### config.mk
export PLATFORM = sky130hd
export DESIGN_NAME = hold_flush_responder
export DESIGN_NICKNAME = d
export VERILOG_FILES = /design/src/rtl/hfr_pkg.sv /design/src/rtl/hfr_own_fsm.sv /design/src/rtl/hfr_flush_fsm.sv /design/src/rtl/hfr_retry.sv /design/src/rtl/hold_flush_responder.sv
export SDC_FILE = /design/constraint.sdc
export NUM_CORES = 1
export LEC_CHECK = 0
export BUFFER_PORTS_ARGS = -buffer_cell sky130_fd_sc_hd__buf_2
export CAP_MARGIN = 20
export CELL_PAD_IN_SITES_DETAIL_PLACEMENT = 1
export CELL_PAD_IN_SITES_GLOBAL_PLACEMENT = 2
export CORE_AREA = 3 3 40 42
export CTS_CLUSTER_SIZE = 24
export DETAILED_ROUTE_END_ITERATION = 7
export DIE_AREA = 0 0 43 45
export PLACE_DENSITY = 0.63
export RECOVER_POWER = 25
export SYNTH_ARGS = -nofsm -noshare
export SYNTH_HDL_FRONTEND = slang
export SYNTH_SLANG_ARGS = --single-unit
### constraint.sdc
create_clock -name clk -period 3 [get_ports clk]
set_input_delay 0.3 -clock clk [delete_from_list [all_inputs] [get_ports clk]]
set_output_delay 0.3 -clock clk [all_outputs]
set_load 0.05 [all_outputs]
### src/rtl/hfr_pkg.sv
package hfr_pkg;

    typedef enum logic {
        OWN_BRIDGE = 1'b0,
        OWN_REMOTE = 1'b1
    } own_state_e;

    typedef enum logic [1:0] {
        FL_IDLE  = 2'd0,
        FL_DRAIN = 2'd1,
        FL_DONE  = 2'd2
    } flush_state_e;

    typedef struct packed {
        logic oe;
        logic val;
    } line_drive_t;

    localparam line_drive_t DRIVE_OFF = '{oe: 1'b0, val: 1'b0};
    localparam line_drive_t DRIVE_HI  = '{oe: 1'b1, val: 1'b1};
    localparam line_drive_t DRIVE_LO  = '{oe: 1'b1, val: 1'b0};

    function automatic logic all_set(input logic [31:0] flags, input int unsigned n);
        logic r;
        r = 1'b1;
        for (int unsigned i = 0; i < 32; i++) begin
            if (i < n && !flags[i]) r = 1'b0;
        end
        return r;
    endfunction

endpackage

### src/rtl/hfr_own_fsm.sv
module hfr_own_fsm
    import hfr_pkg::*;
(
    input  logic clk,
    input  logic rst,
    input  logic hold_req_i,
    input  logic local_busy_i,
    output logic hold_ack_o
);

    own_state_e state_q, state_d;

    always_comb begin
        state_d = state_q;
        unique case (state_q)
            OWN_BRIDGE: if (hold_req_i && !local_busy_i) state_d = OWN_REMOTE;
            OWN_REMOTE: if (!hold_req_i)                 state_d = OWN_BRIDGE;
            default:                                     state_d = OWN_BRIDGE;
        endcase
    end

    always_ff @(posedge clk) begin
        if (rst) state_q <= OWN_BRIDGE;
        else     state_q <= state_d;
    end

    assign hold_ack_o = (state_q == OWN_REMOTE);

    AST_ACK_ON_HOLD: assert property (@(posedge clk) disable iff (rst)
        (!hold_ack_o && hold_req_i && !local_busy_i) |=> hold_ack_o);
    AST_BUSY_BLOCKS_ACK: assert property (@(posedge clk) disable iff (rst)
        (!hold_ack_o && local_busy_i) |=> !hold_ack_o);
    AST_ACK_RELEASE: assert property (@(posedge clk) disable iff (rst)
        (hold_ack_o && !hold_req_i) |=> !hold_ack_o);

endmodule

### src/rtl/hfr_flush_fsm.sv
module hfr_flush_fsm
    import hfr_pkg::*;
#(
    parameter int unsigned NUM_BUFS = 4
) (
    input  logic                clk,
    input  logic                rst,
    input  logic                flush_line_i,
    input  logic [NUM_BUFS-1:0] buf_empty_i,
    output logic                drain_o,
    output line_drive_t         drive_o
);

    localparam int unsigned PADW = 32;

    flush_state_e state_q, state_d;
    logic         empty_all;
    logic [PADW-1:0] flags_pad;

    assign flags_pad = PADW'(buf_empty_i);
    assign empty_all = all_set(flags_pad, NUM_BUFS);

    always_comb begin
        state_d = state_q;
        unique case (state_q)
            FL_IDLE:  if (flush_line_i) state_d = FL_DRAIN;
            FL_DRAIN: if (empty_all)    state_d = FL_DONE;
            FL_DONE:                    state_d = FL_IDLE;
            default:                    state_d = FL_IDLE;
        endcase
    end

    always_ff @(posedge clk) begin
        if (rst) state_q <= FL_IDLE;
        else     state_q <= state_d;
    end

    always_comb begin
        unique case (state_q)
            FL_DRAIN: drive_o = DRIVE_HI;
            FL_DONE:  drive_o = DRIVE_LO;
            default:  drive_o = DRIVE_OFF;
        endcase
    end

    assign drain_o = (state_q == FL_DRAIN);

    AST_TAKE_LINE: assert property (@(posedge clk) disable iff (rst)
        (!drive_o.oe && flush_line_i) |=> (drive_o.oe && drive_o.val && drain_o));
    AST_HOLD_UNTIL_EMPTY: assert property (@(posedge clk) disable iff (rst)
        (drive_o.oe && drive_o.val && !(&buf_empty_i)) |=> (drive_o.oe && drive_o.val));
    AST_PULSE_AFTER_EMPTY: assert property (@(posedge clk) disable iff (rst)
        (drive_o.oe && drive_o.val && (&buf_empty_i)) |=> (drive_o.oe && !drive_o.val));
    AST_PULSE_ONE_CLOCK: assert property (@(posedge clk) disable iff (rst)
        (drive_o.oe && !drive_o.val) |=> !drive_o.oe);

endmodule

### src/rtl/hfr_retry.sv
module hfr_retry (
    input  logic clk,
    input  logic rst,
    input  logic hold_ack_i,
    input  logic hold_req_i,
    input  logic pri_req_i,
    output logic retry_o,
    output logic bus_req_o
);

    logic breq_q, breq_d;

    // request persists while the grant stays out; cleared as ownership returns
    assign breq_d  = hold_ack_i && hold_req_i && (breq_q || pri_req_i);
    assign retry_o = hold_ack_i && pri_req_i;

    always_ff @(posedge clk) begin
        if (rst) breq_q <= 1'b0;
        else     breq_q <= breq_d;
    end

    assign bus_req_o = breq_q;

    AST_BREQ_NEEDS_ACK: assert property (@(posedge clk) disable iff (rst)
        bus_req_o |-> hold_ack_i);
    AST_RETRY_RAISES_BREQ: assert property (@(posedge clk) disable iff (rst)
        (retry_o && hold_req_i) |=> bus_req_o);
    AST_OWNER_NO_RETRY: assert property (@(posedge clk) disable iff (rst)
        !hold_ack_i |-> !retry_o);

endmodule

### src/rtl/hold_flush_responder.sv
module hold_flush_responder
    import hfr_pkg::*;
#(
    parameter int unsigned NUM_BUFS = 4
) (
    input  logic                clk,
    input  logic                rst,
    input  logic                hold_req_i,
    input  logic                local_busy_i,
    input  logic                pri_req_i,
    input  logic                flush_line_i,
    input  logic [NUM_BUFS-1:0] buf_empty_i,
    output logic                hold_ack_o,
    output logic                bridge_owner_o,
    output logic                bus_req_o,
    output logic                retry_o,
    output logic                drain_o,
    output logic                flush_oe_o,
    output logic                flush_val_o
);

    logic        ack;
    line_drive_t drv;

    hfr_own_fsm u_own (
        .clk          (clk),
        .rst          (rst),
        .hold_req_i   (hold_req_i),
        .local_busy_i (local_busy_i),
        .hold_ack_o   (ack)
    );

    hfr_flush_fsm #(.NUM_BUFS(NUM_BUFS)) u_flush (
        .clk          (clk),
        .rst          (rst),
        .flush_line_i (flush_line_i),
        .buf_empty_i  (buf_empty_i),
        .drain_o      (drain_o),
        .drive_o      (drv)
    );

    hfr_retry u_retry (
        .clk        (clk),
        .rst        (rst),
        .hold_ack_i (ack),
        .hold_req_i (hold_req_i),
        .pri_req_i  (pri_req_i),
        .retry_o    (retry_o),
        .bus_req_o  (bus_req_o)
    );

    assign hold_ack_o     = ack;
    assign bridge_owner_o = !ack;
    assign flush_oe_o     = drv.oe;
    assign flush_val_o    = drv.val;

    AST_RESET_QUIET: assert property (@(posedge clk)
        $past(rst) |-> (!flush_oe_o && !hold_ack_o && !bus_req_o && !drain_o));

endmodule

==> flow_summary_export.csv <==
group,metric,value,unit
status,status,"finished, final reports clean",
route,drt_iter0_markers,1,
setup_path,r2r_start,"u_flush.state_q[1]",
timing,fin_setup_tns,0,ns
final_layout,instances_no_fill,57,
logic_synthesis,yosysTopAreaCellShare,0.386,
timing,fmax,680,MHz
logic_synthesis,synthArstFlopShare,0,
logic_synthesis,yosysTopAreaCell,"dfxtp_1",
setup_path,required,2.70,ns
clocking,cts-root-buf,"clkbuf_4",
logic_synthesis,synth_top_family_by_area,"simple AND/OR/NAND/NOR gates",
logic_synthesis,syn-num-nets,36,
power,p_int,0.000129,W
setup_path,timing.rr.end,"u_flush.state_q[1]",
setup_path,worstSetupStartpoint,"u_flush.state_q[1]",
final_layout,layout.nets,56,
final_layout,n_fill_cell,159,
timing,holdWs,0.232,ns
clocking,cts_hold_buf,0,
global_routing,grtUsageMet1,0.0625,
floorplanning,die_x,43,um
global_routing,grt-busiest-layer,"met2",
floorplanning,ioPinCount,17,
floorplanning,rows,13,
power,power,0.000218,W
floorplanning,start_util,0.162,
logic_synthesis,synth_flop_cell,"dfxtp_1",
power,peakVddDrop,171,uV
route,vias,227,
power,clkPwrFrac,0.310,
floorplanning,coreArea,0.00128,mm^2
setup_path,ff2ff_setup_slack,1.85,ns
timing,finalSetupViolCount,0,
global_routing,track_usage,0.0749,
setup_path,crit_path_end_kind,"primary output",
global_routing,grt_use_met2,0.126,
logic_synthesis,ys_types,14,
floorplanning,die_area,0.00194,mm^2
clocking,cts_tree,"done",
setup_path,cp-start-kind,"flip-flop",
power,swShare,0.407,
logic_synthesis,synth-seq-cells,4,
logic_synthesis,synth-edff-count,0,
place,dp_cells,54,
clocking,clk_pin_slew,0.04,ns
timing,skew,0.000104,ns
power,seq_power_share,0.288,
clocking,cts_setup_buffers,0,
route,viasPerCell,3.98,
global_routing,gr-usage-met3,0.0637,
logic_synthesis,syn_inst,24,
logic_synthesis,syn_avg_cell_area,8.65,um^2
logic_synthesis,yosysWarnings,0,
logic_synthesis,syn_area,208,um^2
setup_path,ff2ff_path_depth,5,
setup_path,arrival,1.17,ns
timing,min_period,1.47,ns
power,cellPowerDensity,678,mW/mm^2
setup_path,path_max_fanout,6,
global_routing,grt_pass1_wl,952,um
logic_synthesis,synthXorXnorAreaFrac,0,
timing,final_hold_viol_count,0,
timing,final.period_utilization,0.490,
clocking,cts_buffer_depth,2,
logic_synthesis,synth_area_leaders,"dfxtp_1 39%, ha_1 12%, a21oi_1 7.2%",
timing,slew_violations,0,
setup_path,critPathKind,"reg -> out",
route,remaining_drc_errors,0,
power,combPwrFrac,0.402,
job,maxCapViolations,0,
route,dr.pass1.iters,2,
clocking,clock_sinks,4,
logic_synthesis,synthAdderAreaFrac,0.120,
place,hpwl,534,um
logic_synthesis,synth-compound-area-share,0.127,
power,leakage,0.170,nW
final_layout,antenna_cells,0,
setup_path,endpoint,"flush_val_o",
logic_synthesis,synthMuxAreaShare,0,
floorplanning,die_y,45,um
global_routing,grt_max_degree,7,
worst_hold_path,hold_path_class,"in -> reg",
global_routing,overflow,0,
final_layout,syn_to_final_growth,54.8,%
route,ant_nets,0,
route,post_drt_wl_per_cell,10.8,um
global_routing,grt_pass1_vias,227,
place,portBuffers,16,
place,place.gp.congestion,0.698,
timing,rsz0062_at_grt,"false",
final_layout,drive_gt1_frac,0.500,
clocking,cts_resized,0,
logic_synthesis,ys_seq_area_frac,0.386,
clocking,insertion_delay,0.24,ns
clocking,cts_buffers,3,
timing,worst_pin_slew,0.256,ns
route,drt_wl_total,615,um
global_routing,antenna_found_initial,0,
power,p_sw,0.0000888,W
clocking,cts.htree.levels,1,
timing,relSlewSlack,0.831,
logic_synthesis,synthSimpleGateAreaFrac,0.259,
## cells by family after synthesis
logic type | Yosys count
buffers and inverters | 5
flip-flops | 4
AND/OR/NAND/NOR | 9
AO/OA/AOI/OAI | 4
adder cells (fa/ha/maj) | 2
## layout make-up
type                       instances  area [um^2]  share of cell area
multi-input combinational         15          105               0.327
sequential                         4         80.1               0.249
timing repair buffer              16         80.1               0.249
clock buffer                       3         22.5              0.0700
tap                               15         18.8              0.0584
inverter                           4         15.0              0.0467
## through the flow
step | worst slack [ns] | area [um^2] | util
finish | 1.53 | 322 | 0.250
global route | 1.45 | 322 | 0.250
CTS | 1.51 | 322 | 0.250
detailed placement | 1.77 | 299 | 0.233
global placement | 1.79 | 299 | 0.233
floorplan | 1.52 | 208 | -
## power groups by stage
stage | combinational [W] | sequential, W | clock [W]
after CTS | 0.0000893 | 0.0000627 | 0.0000733
after floorplan | 0.0000706 | 0.0000652 | 0
final | 0.0000877 | 0.0000628 | 0.0000677
after detailed placement | 0.0000890 | 0.0000635 | 0
after global placement | 0.0000863 | 0.0000629 | 0
after global routing | 0.0000946 | 0.0000635 | 0.0000769
## flip-flops by register name, summed over array words and instances (netlist names)
| signal | flops |
|---|---|
| u_flush.state_q | 2 |
| u_own.hold_ack_o | 1 |
| u_retry.bus_req_o | 1 |
## worst min-delay path by stage
stage | slack (ns) | start | cells after the start | endpoint
4_1_cts | 0.22 | local_busy_i | 2 | u_own.hold_ack_o
2_1_floorplan | 0.37 | rst | 1 | u_flush.state_q[0]
5_1_grt | 0.22 | local_busy_i | 2 | u_own.hold_ack_o
6_report | 0.23 | local_busy_i | 2 | u_own.hold_ack_o
3_5_place_dp | 0.47 | u_retry.bus_req_o | 2 | u_retry.bus_req_o
3_3_place_gp | 0.47 | u_own.hold_ack_o | 2 | u_retry.bus_req_o
## routing by layer
metal  share of wire  vias up  wire length (um)
met1            0.33      101               204
met4           0.013        0                 8
li1                -      116                 -
met2            0.58        7               359
met3           0.070        3                43
met5               0        -                 0
## cells in the mapped netlist, types with 2 or more instances
library cell and count:
dfxtp_1 4, a21oi_1 3, nor2_1 2, ha_1 2
inv_1 4
## layout by cell type (no fill, tap or decap)
master	count
nand2_1	1
and3_1	1
o221a_2	1
nor2_1	2
nor2b_1	1
nor3_1	1
dfxtp_1	4
nor4_2	1
ha_1	2
and2_1	1
buf_2	16
clkbuf_4	3
a21oi_1	3
nand4_1	1
inv_1	4
## worst max-delay path, stage by stage (launching register included)
cell	delay, ns
dfxtp_1	0.31
inv_1	0.08
ha_1	0.25
buf_2	0.30
(Power assumes the default switching activity.)
